[config.mk]
export PLATFORM = sky130hd
export DESIGN_NAME = serial_accum_adder
export DESIGN_NICKNAME = d
export VERILOG_FILES = /design/src/rtl/sadd_pkg.sv /design/src/rtl/sadd_shiftreg.sv /design/src/rtl/sadd_full_adder.sv /design/src/rtl/sadd_datapath.sv /design/src/rtl/sadd_control.sv /design/src/rtl/serial_accum_adder.sv
export SDC_FILE = /design/constraint.sdc
export NUM_CORES = 1
export LEC_CHECK = 0
export BUFFER_PORTS_ARGS = -buffer_cell sky130_fd_sc_hd__clkbuf_2
export CAP_MARGIN = 20
export CORE_MARGIN = 2
export CORE_UTILIZATION = 43
export DETAILED_ROUTE_END_ITERATION = 10
export PLACE_DENSITY = 0.65
export SLEW_MARGIN = 20
export SYNTH_ARGS = -nofsm -noshare
export SYNTH_HDL_FRONTEND = slang
export SYNTH_SLANG_ARGS = --single-unit
[constraint.sdc]
create_clock -name clk -period 2.6 [get_ports clk]
set_clock_uncertainty 0.15 [all_clocks]
set_input_delay 0.52 -clock clk [delete_from_list [all_inputs] [get_ports clk]]
set_output_delay 0.52 -clock clk [all_outputs]
set_load 0.1 [all_outputs]
[src/rtl/sadd_pkg.sv]
package sadd_pkg;

  // Strobes issued by the sequencer to the datapath each cycle.
  typedef struct packed {
    logic clearAll;    // zero both registers and the carry
    logic clearCarry;  // zero the carry only (beginning of a pass)
    logic shiftEn;     // shift both registers one place right
  } sadd_strobes_t;

endpackage

[src/rtl/sadd_shiftreg.sv]
module sadd_shiftreg #(
  parameter int WIDTH = 8
) (
  input  logic             clk,
  input  logic             rst_n,
  input  logic             clr,
  input  logic             en,
  input  logic             serIn,
  output logic [WIDTH-1:0] q
);

  logic [WIDTH-1:0] regQ;

  always_ff @(posedge clk or negedge rst_n) begin
    if (!rst_n) begin
      regQ <= '0;
    end else if (clr) begin
      regQ <= '0;
    end else if (en) begin
      regQ <= {serIn, regQ[WIDTH-1:1]};
    end
  end

  assign q = regQ;

  // without enable or clear the contents hold
  a_r9_hold_when_idle: assert property (@(posedge clk) disable iff (!rst_n)
    (!en && !clr) |=> $stable(regQ));

  // a shift moves every bit one place toward the LSB
  a_r3_shift_right: assert property (@(posedge clk) disable iff (!rst_n)
    (en && !clr) |=> (regQ[WIDTH-2:0] == $past(regQ[WIDTH-1:1])));

  // a shift places the serial input in the top position
  a_r4_serial_top: assert property (@(posedge clk) disable iff (!rst_n)
    (en && !clr) |=> (regQ[WIDTH-1] == $past(serIn)));

endmodule

[src/rtl/sadd_full_adder.sv]
module sadd_full_adder (
  input  logic x,
  input  logic y,
  input  logic cin,
  output logic sum,
  output logic cout
);

  always_comb begin
    sum  = x ^ y ^ cin;
    cout = (x & y) | (x & cin) | (y & cin);
  end

endmodule

[src/rtl/sadd_datapath.sv]
module sadd_datapath
  import sadd_pkg::*;
#(
  parameter int WIDTH = 8
) (
  input  logic             clk,
  input  logic             rst_n,
  input  sadd_strobes_t    strobes,
  input  logic             serialIn,
  output logic [WIDTH-1:0] accum,
  output logic             carryOut
);

  logic [WIDTH-1:0] aReg;
  logic [WIDTH-1:0] bReg;
  logic             carryQ;
  logic             sumBit;
  logic             coutBit;

  // Accumulator: takes the sum bit at its top as its LSB leaves.
  sadd_shiftreg #(.WIDTH(WIDTH)) u_regA (
    .clk   (clk),
    .rst_n (rst_n),
    .clr   (strobes.clearAll),
    .en    (strobes.shiftEn),
    .serIn (sumBit),
    .q     (aReg)
  );

  // Operand B: refilled from the serial input while it is consumed.
  sadd_shiftreg #(.WIDTH(WIDTH)) u_regB (
    .clk   (clk),
    .rst_n (rst_n),
    .clr   (strobes.clearAll),
    .en    (strobes.shiftEn),
    .serIn (serialIn),
    .q     (bReg)
  );

  sadd_full_adder u_fa (
    .x    (aReg[0]),
    .y    (bReg[0]),
    .cin  (carryQ),
    .sum  (sumBit),
    .cout (coutBit)
  );

  always_ff @(posedge clk or negedge rst_n) begin
    if (!rst_n) begin
      carryQ <= 1'b0;
    end else if (strobes.clearAll || strobes.clearCarry) begin
      carryQ <= 1'b0;
    end else if (strobes.shiftEn) begin
      carryQ <= coutBit;
    end
  end

  assign accum    = aReg;
  assign carryOut = carryQ;

  // a clear empties both registers and the carry
  a_r1_clear_zeroes: assert property (@(posedge clk) disable iff (!rst_n)
    strobes.clearAll |=> (aReg == '0 && bReg == '0 && !carryQ));

  // the new top bit of A and the new carry form the full-adder result
  a_r3_bit_sum: assert property (@(posedge clk) disable iff (!rst_n)
    (strobes.shiftEn && !strobes.clearAll) |=>
      ({carryQ, aReg[WIDTH-1]} ==
       2'($past(aReg[0])) + 2'($past(bReg[0])) + 2'($past(carryQ))));

  // the carry holds while nothing is strobed
  a_r9_carry_hold: assert property (@(posedge clk) disable iff (!rst_n)
    !(strobes.shiftEn || strobes.clearAll || strobes.clearCarry) |=> $stable(carryQ));

endmodule

[src/rtl/sadd_control.sv]
module sadd_control
  import sadd_pkg::*;
#(
  parameter int WIDTH = 8
) (
  input  logic          clk,
  input  logic          rst_n,
  input  logic          clear,
  input  logic          start,
  output sadd_strobes_t strobes,
  output logic          busy,
  output logic          done
);

  localparam int CW = $clog2(WIDTH + 1);
  localparam logic [CW-1:0] LAST  = CW'(1);
  localparam logic [CW-1:0] COUNT = CW'(WIDTH);

  logic [CW-1:0] bitsLeft;
  logic          busyQ;
  logic          doneQ;

  always_ff @(posedge clk or negedge rst_n) begin
    if (!rst_n) begin
      bitsLeft <= '0;
      busyQ    <= 1'b0;
      doneQ    <= 1'b0;
    end else if (clear) begin
      bitsLeft <= '0;
      busyQ    <= 1'b0;
      doneQ    <= 1'b0;
    end else begin
      doneQ <= 1'b0;
      if (busyQ) begin
        bitsLeft <= bitsLeft - LAST;
        if (bitsLeft == LAST) begin
          busyQ <= 1'b0;
          doneQ <= 1'b1;
        end
      end else if (start) begin
        bitsLeft <= COUNT;
        busyQ    <= 1'b1;
      end
    end
  end

  always_comb begin
    strobes.clearAll   = clear;
    strobes.clearCarry = start && !busyQ && !clear;
    strobes.shiftEn    = busyQ && !clear;
  end

  assign busy = busyQ;
  assign done = doneQ;

  // an idle start arms a full pass
  a_r2_start_arms: assert property (@(posedge clk) disable iff (!rst_n)
    (start && !busyQ && !clear) |=> (busyQ && bitsLeft == COUNT));

  // the remaining count never exceeds the width
  a_r2_count_bound: assert property (@(posedge clk) disable iff (!rst_n)
    bitsLeft <= COUNT);

  // done lasts one cycle
  a_r7_done_single: assert property (@(posedge clk) disable iff (!rst_n)
    doneQ |=> !doneQ);

  // a pass that ends without a clear raises done
  a_r7_end_done: assert property (@(posedge clk) disable iff (!rst_n)
    (busyQ && !clear && bitsLeft == LAST) |=> (doneQ && !busyQ));

  // start while busy does not reload the count
  a_r8_no_restart: assert property (@(posedge clk) disable iff (!rst_n)
    (busyQ && start && !clear && bitsLeft != LAST) |=> (bitsLeft == $past(bitsLeft) - LAST));

endmodule

[src/rtl/serial_accum_adder.sv]
module serial_accum_adder
  import sadd_pkg::*;
#(
  parameter int WIDTH = 8
) (
  input  logic             clk,
  input  logic             rst_n,
  input  logic             clear,
  input  logic             start,
  input  logic             serialIn,
  output logic [WIDTH-1:0] accum,
  output logic             carryOut,
  output logic             busy,
  output logic             done
);

  sadd_strobes_t strobes;

  sadd_control #(.WIDTH(WIDTH)) u_ctrl (
    .clk     (clk),
    .rst_n   (rst_n),
    .clear   (clear),
    .start   (start),
    .strobes (strobes),
    .busy    (busy),
    .done    (done)
  );

  sadd_datapath #(.WIDTH(WIDTH)) u_dp (
    .clk      (clk),
    .rst_n    (rst_n),
    .strobes  (strobes),
    .serialIn (serialIn),
    .accum    (accum),
    .carryOut (carryOut)
  );

  // the asynchronous reset leaves the block idle and empty
  always_comb begin
    if (!rst_n) begin
      a_r10_reset_state: assert (accum == '0 && !carryOut && !busy && !done);
    end
  end

endmodule

==> summary.md, run 1 <==
| Metric | Value |
|---|---|
| Vias | 625 |
| Clock slew at reported path FFs | 130 ps |
| Leak | 0.569 nW |
| Total number of yosys warnings | 0 |
| # Max-Cap Violations | 0 |
| Most frequent cells in the layout | dfrtp_1 (23), nor2_1 (21), mux2i_1 (17) |
| Vias per inst | 4.96 |
| Seq/Total Area, Yosys | 56.7% |
| Die Wd | 52.6 um |
| Cell variety after synth | 20 |
| Worst min path class | in2async |
| Global route overflow | 0 |
| Synth Register Bits | 23 |
| Worst Tran Pin Value | 555 ps |
| Setup CP Type | reg2out |
| Max IR drop VDD | 0.306 mV |
| Cells along the critical path | clkbuf_2 |
| # DRC | 0 |
| Post-DP HPWL | 1060 um |
| Die ar. | 2760 um2 |
| CTS tree | built |
| PwrDens | 551 nW/um2 |
| Largest net degree at the start of global routing | 26 |
| Final nets | 107 |
| Netlist Area Pre-Place | 1010 um2 |
| Pins over their slew limit | 0 |
| Period utilization | 72.5% |
| Synth area leaders | dfrtp_1 (57%), mux2i_1 (17%), nor2_1 (7.8%) |
| Setup TNS | 0 ps |
| Layout cells sized above 1 | 23.5% |
| Crit path required time | 1930 ps |
| Final hold vios | 0 |
| Delay-heaviest family, CP | buffers and inverters |
| Crit end category | output port |
| DRT Pass-1 Iters | 4 |
| 1st-iter DRT viols | 2 |
| Critical-path top delay cell | clkbuf_2 |
| CORE AREA | 2210 um2 |
| First-pass GRT wire length | 2660 um |
| Slack of the critical path | 714 ps |
| Worst Path Arrival | 1220 ps |
| Final number of setup-violating endpoints | 0 |
| Io pins | 16 |
| Most common cell after layout, fill and taps aside | dfrtp_1 |
| Antenna diodes | 0 |
| Hold-fix buffers, CTS | 0 |
| Vias in the first global route | 616 |
| Crit path largest cell delay | 480 ps |
| Status | finished clean |
| Routed WL | 1570 um |
| R2r setup slk | 1220 ps |
| ANT nets after route | 0 |
| Clock Path Buffers | 2 |
| WL/cell | 12.4 um |
| Num CTS Buffers | 3 |
| Worst Setup Start Kind | register |
| Setup Buffers After CTS | 0 |
| Initial antenna violation count | 0 |
| H-tree depth | 1 |
| # port buffers | 15 |
| Starting Density | 45.9% |
| Synth top area share | 56.7% |
| Sink Count | 23 |
| Crit Path Max Fanout | 3 |
| Placer congestion estimate | 0.677 |
| GRT Resource Usage Total | 13.6% |
| Syn Inst Count | 84 |
| Cts repair resizes | 0 |
| Minimum clock period | 1890 ps |
| FMAX | 530 MHz |
| Crit path buf inv count | 1 |
| Root Driver | clkbuf_4 |
| Skew-Pair Late Insertion Delay | 300 ps |
| RSZ-0062 raised after global routing | no |
| Die height | 52.6 um |
| Max-slew headroom at the worst pin | 63.0% |
| Mapped Nets | 92 |
| Syn avg cell area | 12.1 um2 |
| Syn-to-layout area delta | 10.5% |
| Num rows | 17 |
| Largest area contributor in the netlist | dfrtp_1 |
| Worst Setup Slack post-DPL | 1060 ps |
==> cells by family after synthesis <==
kind of cell	after synthesis	share of synthesized area [%]
AO/OA/AOI/OAI	5	4.07
XOR/XNOR	2	1.73
adder cells (fa/ha/maj)	3	4.44
buffers and inverters	8	4.81
flip-flops	23	56.7
multiplexers	17	16.8
AND/OR/NAND/NOR	26	11.5
==> cell type report <==
| class | instances | area, um2 |
|---|---|---|
| Inverter | 2 | 7.51 |
| Sequential cell | 23 | 576 |
| Timing Repair Buffer | 16 | 85.1 |
| Clock buffer | 3 | 22.5 |
| Fill cell | 206 | 1090 |
| Tap cell | 28 | 35.0 |
| Multi-Input combinational cell | 53 | 390 |
| Clock inverter | 1 | 5.00 |
==> metrics by stage <==
stage	power [W]	hold slack (ps)	instance area (um2)	utilization [%]	std cells
floorplan	0.000443	74.4	1010	-	84
global placement	0.000459	355	1090	49.4	122
detailed placement	0.000461	364	1090	49.4	122
CTS	0.000625	40.7	1120	50.7	126
global route	0.000649	50.0	1120	50.7	126
finish	0.000617	22.2	1120	50.7	126
==> sequential cells by signal (all words and copies together), names as in the netlist <==
name / count
u_ctrl.done: 1
u_ctrl.bitsLeft: 4
u_dp.carryOut: 1
u_ctrl.busy: 1
u_dp.u_regA.q: 8
u_dp.u_regB.q: 8
==> Yosys cell counts, drive strengths merged <==
cell / count
mux2i: 17
nor3: 2
xor2: 1
a22oi: 2
xnor2: 1
ha: 2
clkbuf: 2
a21oi: 1
fa: 1
buf: 4
dfrtp: 23
a311oi: 1
a211oi: 1
and4b: 1
nor2b: 1
nor2: 22
inv: 2
==> report_power, final <==
part           internal, W  leakage [nW]  switching (W)  total [W]
clock            0.0000574        0.0177       0.000107   0.000164
combinational    0.0000286         0.235      0.0000506  0.0000791
sequential        0.000366         0.316     0.00000784   0.000374
total             0.000452         0.569       0.000165   0.000617
==> worst paths after layout <==
path | start | end | depth (start not counted)
hold reg to reg | u_dp.u_regB.q[2] | u_dp.u_regB.q[2] | 2
hold / removal | rst_n | u_ctrl.bitsLeft[3] | 1
max in group asynchronous | rst_n | u_dp.u_regA.q[1] | 1
min in group clk | serialIn | u_dp.u_regB.q[7] | 3
setup reg to reg | u_dp.carryOut | u_dp.u_regA.q[7] | 3
setup / recovery | u_dp.carryOut | carryOut | 1
==> metal layers <==
layer,wire length (um),track usage [%],vias to the layer above
li1,-,-,308
met1,756,16.6,308
met2,741,21.7,7
met3,44,2.57,2
met4,25,8.97,0
met5,0,0,-
Note: power is estimated with default switching activity, not from simulation.
==> run 2, diff against run 1 <==
clock period = 1.8 ns   (was 2.6 ns; I/O delays follow)
==> summary.md, run 2 (synthesis gave the netlist of run 1 again) <==
| Metric | Value |
|---|---|
| Final number of setup-violating endpoints | 0 (unchanged) |
| Hold slack | 153 ps (+131 ps) |
| Largest net degree at the start of global routing | 24 (-7.7%) |
| Die ar. | 2760 um2 (unchanged) |
| Placed Cells | 122 (unchanged) |
| Worst Setup Start Kind | register |
| Num CTS Buffers | 3 (unchanged) |
| PwrDens | 775 nW/um2 (+41%) |
| Crit end category | output port |
| Initial antenna violation count | 0 (unchanged) |
| R2r setup slk | 420 ps (-800 ps) |
| Worst min path class | in2reg |
| Worst Tran Pin Value | 555 ps (+0.0398 ps) |
| Crit path buf inv count | 1 (unchanged) |
| Vias | 648 (+3.7%) |
| ANT nets after route | 0 (unchanged) |
| Crit path capture | accum[0] |
| Number of fill cells | 207 (+0.49%) |
| Clock slew at reported path FFs | 120 ps (about the same) |
| Placer congestion estimate | 0.719 (+6.2%) |
| Routed WL | 1590 um (+1.1%) |
| Cts repair resizes | 0 (unchanged) |
| Vias per inst | 5.10 (+2.9%) |
| Max IR drop VDD | 0.411 mV (+34%) |
| Setup CP Type | reg2out |
| Die height | 52.6 um (unchanged) |
| CTS tree | built |
| Max-slew headroom at the worst pin | 63.1% (+0.15 points) |
| DRT Pass-1 Iters | 4 (unchanged) |
| Minimum clock period | 1700 ps |
| FMAX | 587 MHz |
| Worst Path Arrival | 1190 ps (-30 ps) |
| Reg-to-reg endpoint | u_dp.carryOut |
| GRT Resource Usage Total | 13.9% (+0.28 points) |
| Crit path launch | u_dp.u_regA.q[0] |
| RSZ-0062 raised after global routing | no |
| Crit path required time | 1290 ps (-640 ps) |
| Period utilization | 94.6% |
| Critical path depth in cells | 1 (unchanged) |
| Vias in the first global route | 596 (-3.2%) |
| Status | finished clean |
| Delay-heaviest family, CP | buffers and inverters |
| # DRC | 0 (unchanged) |
| Layout cells sized above 1 | 24.2% (+0.77 points) |
| # port buffers | 15 (unchanged) |
| Fin cells | 127 (+0.79%) |
| Sink Count | 23 (unchanged) |
| Most frequent cells in the layout | nor2_1 (21), dfrtp_1 (21), mux2i_1 (17) |
| Critical-path top delay cell | clkbuf_2 |
| Root Driver | clkbuf_4 |
| Cells along the critical path | clkbuf_2 |
| First-pass GRT wire length | 2710 um (+2.1%) |
| Clock Path Buffers | 2 (unchanged) |
| Io pins | 16 (unchanged) |
| Leak | 0.575 nW (+1.1%) |
| # Max-Cap Violations | 0 (unchanged) |
| Antenna diodes | 0 (unchanged) |
| Num rows | 17 (unchanged) |
| Worst r2r src | u_dp.carryOut |
| Setup TNS | 0 ps (unchanged) |
| Skew-Pair Late Insertion Delay | 310 ps (about the same) |
| Crit Path Max Fanout | 3 (unchanged) |
| WL/cell | 12.5 um (+0.35%) |
| Final nets | 108 (+0.93%) |
| H-tree depth | 1 (unchanged) |
| Crit path largest cell delay | 470 ps (about the same) |
| Die Wd | 52.6 um (unchanged) |
| Syn-to-layout area delta | 14.1% |
| Starting Density | 45.9% (unchanged) |
| 1st-iter DRT viols | 3 (+1) |
| Global route overflow | 0 (unchanged) |
| Worst r2r path cells | 3 (unchanged) |
| Post-DP HPWL | 1090 um (+2.1%) |
| Pins over their slew limit | 0 (unchanged) |
| CORE AREA | 2210 um2 (unchanged) |
| Final hold vios | 0 (unchanged) |
## run 2: cell types whose count changed in the layout (fill, tap and decap cells not counted)
cell | before | now
buf_4 | 2 | 0
dlygate4sd3_1 | 0 | 1
buf_12 | 0 | 2
dfrtp_1 | 23 | 21
clkbuf_1 | 0 | 1
clkinv_2 | 1 | 0
dfrtp_2 | 0 | 2
## run 2: final cells by class
type | instances | area, um2 | area share (%)
inverters | 2 | 7.51 | 0.649
repair buffers | 17 | 120 | 10.4
flip-flops and latches | 23 | 578 | 49.9
well taps | 28 | 35.0 | 3.03
multi-input cells | 53 | 390 | 33.7
clock buffers | 4 | 26.3 | 2.27
## run 2: layer usage
| layer | GRT usage (%) | part of all wire (%) | vias up |
|---|---|---|---|
| met5 | 0 | 0 | - |
| met4 | 8.97 | 2.5 | 0 |
| met3 | 3.43 | 4.0 | 5 |
| met2 | 20.2 | 47 | 12 |
| met1 | 18.2 | 46 | 321 |
| li1 | - | - | 310 |
## run 2: how the worst min path moves through the flow
stage             start  cells past startpoint                 end  slack, ps
3_5_place_dp      rst_n                      1  u_ctrl.bitsLeft[3]        220
3_3_place_gp      rst_n                      1  u_ctrl.bitsLeft[3]        220
6_report       serialIn                      3    u_dp.u_regB.q[7]        150
2_1_floorplan     rst_n                      0  u_ctrl.bitsLeft[0]        -90
5_1_grt        serialIn                      3    u_dp.u_regB.q[7]        160
4_1_cts        serialIn                      3    u_dp.u_regB.q[7]        140
## run 2: stage by stage
stage,total power (W),utilization (%),worst slack [ps],cell area [um2]
final,0.000897,52.3,97.2,1160
after global routing,0.000941,52.3,42.6,1160
after global placement,0.000673,50.7,439,1120
after detailed placement,0.000676,50.7,429,1120
after floorplan,0.000641,-,185,1020
after CTS,0.000917,52.3,70.1,1160
## run 2: timing repair
action | in CTS | in global routing
setup buffers | 0 | 0
endpoints found under the hold margin | 23 | 0
hold buffers | 1 | 0
## run 2: power breakdown
part           leakage, nW  switching, W  internal, W
combinational        0.247     0.0000654    0.0000507
sequential           0.313     0.0000208     0.000529
clock               0.0150      0.000145    0.0000866
total                0.575      0.000231     0.000666
